File: src/rtl/tra_pkg.sv
package tra_pkg;

  localparam int unsigned MIN_CELLS = 2;
  localparam int unsigned MAX_CELLS = 16;

  // Index of the upstream neighbour in a ring of n cells.
  function automatic int unsigned ring_up(input int unsigned i, input int unsigned n);
    return (i == 0) ? n - 1 : i - 1;
  endfunction

  // Index of the downstream neighbour in a ring of n cells.
  function automatic int unsigned ring_down(input int unsigned i, input int unsigned n);
    return (i == n - 1) ? 0 : i + 1;
  endfunction

endpackage

File: src/rtl/tra_token_ring.sv
module tra_token_ring #(
  parameter int unsigned N_CELLS = 8
) (
  input  logic               clk,
  input  logic               rst,
  output logic [N_CELLS-1:0] token
);
  import tra_pkg::*;

  localparam logic [N_CELLS-1:0] TOKEN_INIT = {{(N_CELLS-1){1'b0}}, 1'b1};

  logic [N_CELLS-1:0] token_q;
  logic [N_CELLS-1:0] token_d;

  // Each cell's next token bit is its upstream neighbour's current bit.
  for (genvar c = 0; c < N_CELLS; c++) begin : g_shift
    localparam int unsigned UP = ring_up(c, N_CELLS);
    assign token_d[c] = token_q[UP];
  end

  always_ff @(posedge clk) begin
    if (rst) token_q <= TOKEN_INIT;
    else     token_q <= token_d;
  end

  assign token = token_q;


  token_onehot_chk: assert property (@(posedge clk) disable iff (rst)
    $onehot(token_q));


  token_step_chk: assert property (@(posedge clk) disable iff (rst)
    !$past(rst) |-> token_q == {$past(token_q[N_CELLS-2:0]), $past(token_q[N_CELLS-1])});

endmodule

File: src/rtl/tra_go_search.sv
module tra_go_search #(
  parameter int unsigned N_CELLS = 8
) (
  input  logic [N_CELLS-1:0] token,
  input  logic [N_CELLS-1:0] req,
  output logic [N_CELLS-1:0] go
);
  // A cell has the chance when the token sits at some source cell and every
  // cell from the source up to the one before this cell has no request.
  // The search walks backwards from the cell, so the result never feeds back.
  always_comb begin
    for (int c = 0; c < N_CELLS; c++) begin
      logic blocked;
      int   src;
      blocked = 1'b0;
      go[c]   = 1'b0;
      for (int d = 0; d < N_CELLS; d++) begin
        src = (c + N_CELLS - d) % N_CELLS;
        if (d > 0) blocked = blocked | req[src];
        if (token[src] && !blocked) go[c] = 1'b1;
      end
    end
  end

endmodule

File: src/rtl/tra_cell.sv
module tra_cell (
  input  logic req,
  input  logic go,
  output logic ok,
  output logic pass
);
  assign ok   = req & go;
  assign pass = ~req & go;
endmodule

File: src/rtl/token_ring_arbiter.sv
module token_ring_arbiter #(
  parameter int unsigned N_REQ = 8
) (
  input  logic             clk,
  input  logic             rst,
  input  logic [N_REQ-1:0] req,
  output logic [N_REQ-1:0] grant
);
  import tra_pkg::*;

  logic [N_REQ-1:0] token;
  logic [N_REQ-1:0] go;
  logic [N_REQ-1:0] pass;

  initial begin
    size_ok_chk: assert (N_REQ >= MIN_CELLS && N_REQ <= MAX_CELLS);
  end

  tra_token_ring #(.N_CELLS(N_REQ)) u_ring (
    .clk   (clk),
    .rst   (rst),
    .token (token)
  );

  tra_go_search #(.N_CELLS(N_REQ)) u_search (
    .token (token),
    .req   (req),
    .go    (go)
  );

  for (genvar c = 0; c < N_REQ; c++) begin : g_cell
    localparam int unsigned UP = ring_up(c, N_REQ);

    tra_cell u_cell (
      .req  (req[c]),
      .go   (go[c]),
      .ok   (grant[c]),
      .pass (pass[c])
    );


    go_link_chk: assert property (@(posedge clk) disable iff (rst)
      go[c] == (pass[UP] | token[c]));
  end


  grant_single_chk: assert property (@(posedge clk) disable iff (rst)
    $onehot0(grant));


  grant_has_req_chk: assert property (@(posedge clk) disable iff (rst)
    (grant & ~req) == '0);


  holder_served_chk: assert property (@(posedge clk) disable iff (rst)
    ((token & req) != '0) |-> (grant == (token & req)));


  idle_no_grant_chk: assert property (@(posedge clk) disable iff (rst)
    (req == '0) |-> (grant == '0));

endmodule

File: config.mk
export PLATFORM = sky130hd
export DESIGN_NAME = token_ring_arbiter
export DESIGN_NICKNAME = d
export VERILOG_FILES = /design/src/rtl/tra_pkg.sv /design/src/rtl/tra_token_ring.sv /design/src/rtl/tra_go_search.sv /design/src/rtl/tra_cell.sv /design/src/rtl/token_ring_arbiter.sv
export SDC_FILE = /design/constraint.sdc
export NUM_CORES = 1
export LEC_CHECK = 0
export ABC_AREA = 1
export CORE_ASPECT_RATIO = 0.9
export CORE_MARGIN = 2
export CORE_UTILIZATION = 52
export DETAILED_ROUTE_END_ITERATION = 10
export DONT_BUFFER_PORTS = 1
export PLACE_DENSITY = 0.67
export SLEW_MARGIN = 20
export SYNTH_ARGS = -nofsm -noshare
export SYNTH_HDL_FRONTEND = slang
export SYNTH_SLANG_ARGS = --single-unit
File: constraint.sdc
create_clock -name clk -period 3.75 [get_ports clk]
set_clock_uncertainty 0.05 [all_clocks]
set_input_delay 0.75 -clock clk [delete_from_list [all_inputs] [get_ports clk]]
set_output_delay 0.75 -clock clk [all_outputs]
set_load 0.01 [all_outputs]
### Word level (Yosys, flattened, before mapping)

Index checks and enable logic that the tools add are counted.
Widths: inputs -> output; s select.

* bits in registers: 8
* word-level logic and storage cells: 233
* output and inout port bits: 8

* bitwise gates (word level): 56
* reduce and logical (&&, ||, !) cells: 112
* muxes and demuxes: 64

Operator list (number)
* $mux 1: 64
* $logic_and 1x1->1: 56
* $logic_not 1->1: 56
* $or 1x1->1: 48
* $and 1x1->1: 8

### Longest topological paths before layout

* depth after elaboration: 10
* gate-level depth with buffers: 9
* mapped depth without buffers: 8

### Cells and area by module

Synthesis repeated with hierarchy kept, for this count alone.

* cell total of the unflattened synthesis: 165
* area total of the unflattened synthesis: 859.6 µm²

By module, submodules not included
* tra_go_search: cells an instance 107, area each 464.2 µm², times used 1
* tra_token_ring: cells an instance 26, area each 255.2 µm², times used 1
* tra_cell: cells an instance 4, area each 17.5 µm², times used 8

### Worst setup path before layout

Ideal clock, no wire load.

* kind: input to output
* from: in req[6]
* to: out grant[1]
* required time: 2.950 ns
* cell stages on the path: 8
* arrival: 1.406 ns
* slack: 1.544 ns
* cell sequence: inv_1 -> nand2_1 -> nor2_2 -> nand2_1 -> nand3_1 -> a21oi_1 -> nor2_1 -> buf_4

* cells in the longest elaborated chain, start to end: 9

Ends and longest elaborated chain
* from (decl): line token_ring_arbiter.sv:6 `input logic [N_REQ-1:0] req,`
* $or 1x1->1 *: line tra_go_search.sv:19 `if (d > 0) blocked = blocked | req[src];`
* $logic_not 1->1 / $or 1x1->1 (equally long branches): line tra_go_search.sv:20, tra_go_search.sv:19
* $logic_and 1x1->1 (tied with other cells): line tra_go_search.sv:20 `if (token[src] && !blocked) go[c] = 1'b1;`
* $mux 1 (tied with other cells) (3 in series): line tra_go_search.sv:20
* $mux 1 / $logic_and 1x1->1 (equally long branches): line tra_go_search.sv:20
* $mux 1 *: line tra_go_search.sv:20
* $and 1x1->1 *: line tra_cell.sv:7 `assign ok = req & go;`
* to (decl): line token_ring_arbiter.sv:7 `output logic [N_REQ-1:0] grant`

Mark *: on every way between the ends. The rest lies on a longest branch, timed or not.

### Worst setup path in the final report

* from: in req[5]
* to: out grant[1]

* cells in the longest elaborated chain, start to end: 8

Ends and longest elaborated chain (line)
* $or 1x1->1 *: tra_go_search.sv:19
* $logic_not 1->1 / $or 1x1->1 (equally long branches): tra_go_search.sv:20, tra_go_search.sv:19
* $logic_and 1x1->1 (tied with other cells): tra_go_search.sv:20
* $mux 1 (tied with other cells) (2 in series): tra_go_search.sv:20
* $mux 1 / $logic_and 1x1->1 (equally long branches): tra_go_search.sv:20
* $mux 1 *: tra_go_search.sv:20
* $and 1x1->1 *: tra_cell.sv:7

Marks and branches as above.

==> metrics <==
status=finished, final reports clean; Fin Setup TNS=0 ns; CTS tree=done; Crit Path Max Fanout=7; maximum clock path buffer count=2; final hold slack=0.401 ns; Warnings, synthesis=0; vias in the first global route=672; Pleak=0.383 nW; GRT overflow=0; Slew HR=82.0%; met2 Use GR=34.6%; cts bufs inserted=3; critical path endpoint category=primary output; Total Nets Final=143; GRT busiest layer=met2; max FFs per register=8; I/O Pins=18; Setup Fix Bufs, Post-CTS=0; number of port buffers=0; VDD IR max=0.260 mV; RR Startpoint=u_ring.token[7]; most used cell, CP=nand2_1; max_cap viols=0; H-tree Lvls=1; Critical Path RT=2.95 ns; Reg clk slew, reported paths=0.05 ns; Initial Util=58.1%; Power Dens Cells=265 mW/mm2; pin count of the biggest net entering global routing=9; initial antenna violation count=0; layout cells sized above 1=12.2%; DRT Pass-1 Iters=4; Critical Path Start=req[5]; final WL=1.78 mm; final instance area=727 um2; first-pass GRT wire length=2.89 mm; Syn Nets=147; cells along the critical path=inv_2, nand2_1, nor2_2, nand2_1, nand3_1, a21oi_1, nor2_1; row count=12; gate count of the mapped netlist=137; Die X=44.1 um; Least-Margin Pin Slew=0.269 ns; Setup crit start kind=primary input; setup ws final=1.42 ns; die height=40.0 um; WL/cell=12.2 um; Netlist Area Pre-Place=751 um2; Final HPWL DP=1.43 mm; Layout area overhead=-3.17%; Clock Latency Late Sink=0.26 ns; Placeable Area=0.00129 mm2; #FFs+latches synth=8; Iteration-0 DRC Markers=35; post-place instance area=704 um2; syn avg cell area=5.48 um2; distinct cell type count after synthesis=18; Final Max Tran Viols=0; RSZ-0062 raised after global routing=false; FILL cells=143; M1 GR Usage=30.2%; Worst EP arrival=1.53 ns; Setup violations, final=0; HP Class=flop to flop; die area=0.00176 mm2; Via density=5.45; Worst Path Class, Setup=primary input to primary output; gpl congestion=0.911; Final Cycle Share=62.0%; Peak Freq=0.430 GHz; Reg2Reg Depth=1; met3 global-route usage=10.8%; CTS Hold Bufs=0; Post-DRT Antenna Nets=0; pre-CTS setup slack=1.43 ns; clk root buf=clkbuf_4; Vias=790; Clock Sinks=8; post-layout minimum cycle time=2.33 ns; sequential share of the synthesized area=21.3%; final hold viol count=0; CTS resizes=0; Max stage delay on crit path=0.18 ns; drt drc=0; Critical Path End=grant[1]; FF-to-FF End=u_ring.token[0]; GRT Util Overall=23.2%; Antenna diodes=0; Slowest cell on crit path=nor2_1; R2R Setup Slk=2.95 ns; total power=193 uW
[Yosys cell counts]
library cell  number  area share [%]
a21boi_1           1             1.0
a21oi_1            9             6.0
and2_1             1            0.83
buf_4              8             8.0
clkbuf_1           1            0.50
dfxtp_1            8              21
inv_1             19             9.5
inv_2              4             2.0
nand2_1           33              17
nand2_2            1            0.83
nand2_4            2             3.0
nand3_1           13             8.7
nand4_1            3             2.5
nor2_1            26              13
nor2_2             5             4.2
nor3_1             1            0.67
o21ai_0            1            0.67
or2_2              1            0.83
[cells by family (layout without fill, tap and decap cells)]
group | Yosys count | in the layout | synth area share, %
AND/OR/NAND/NOR | 86 | 86 | 51.0
flip-flops | 8 | 8 | 21.3
AO/OA/AOI/OAI | 11 | 11 | 7.67
buffers and inverters | 32 | 26 | 20.0
[critical path, delay by kind of cell]
family	cells	cell delay, ns
AO/OA/AOI/OAI	1	0.05
buffers and inverters	1	0.11
AND/OR/NAND/NOR	5	0.62
[worst min-delay path by stage]
stage / from / to / slack, ns / cells past startpoint
floorplan: u_ring.token[4] / u_ring.token[5] / 0.37 / 2
global placement: u_ring.token[0] / u_ring.token[1] / 0.39 / 2
detailed placement: u_ring.token[0] / u_ring.token[1] / 0.39 / 2
CTS: u_ring.token[0] / u_ring.token[1] / 0.40 / 2
global route: u_ring.token[0] / u_ring.token[1] / 0.43 / 2
finish: u_ring.token[0] / u_ring.token[1] / 0.40 / 2
[power breakdown]
part	switching [mW]	total [mW]	internal, mW
logic	0.0244	0.0360	0.0116
clock network	0.0300	0.0667	0.0367
registers	0.00245	0.0899	0.0874
total	0.0569	0.193	0.136
[metal layers]
layer	part of all wire (%)	up-vias
li1	-	400
met1	49	341
met2	40	49
met3	11	0
met4	0	0
met5	0	-
[through the flow]
step           utilization (%)  instances
2_1_floorplan                -        137
3_3_place_gp              54.6        142
3_5_place_dp              54.6        142
4_1_cts                   56.3        145
5_1_grt                   56.3        145
6_report                  56.3        145
[area by class of cell]
cell class | instances | area, um2 | area share [%]
multi-input combinational | 97 | 440 | 60.6
sequential | 8 | 160 | 22.0
inverter | 23 | 86.3 | 11.9
clock buffer | 3 | 22.5 | 3.10
tap | 14 | 17.5 | 2.41
[placed cells by master, fill, tap and decap left out]
cell type / count
inv_1: 19
nand2_1: 33
o21ai_0: 1
and2_1: 1
a21oi_1: 9
nand2_2: 1
a21boi_1: 1
nand4_1: 3
dfxtp_1: 8
nor3_1: 1
nand2_4: 2
nor2_1: 26
clkbuf_4: 3
or2_2: 1
nand3_1: 13
nor2_2: 5
inv_2: 4
(Power assumes the default switching activity.)
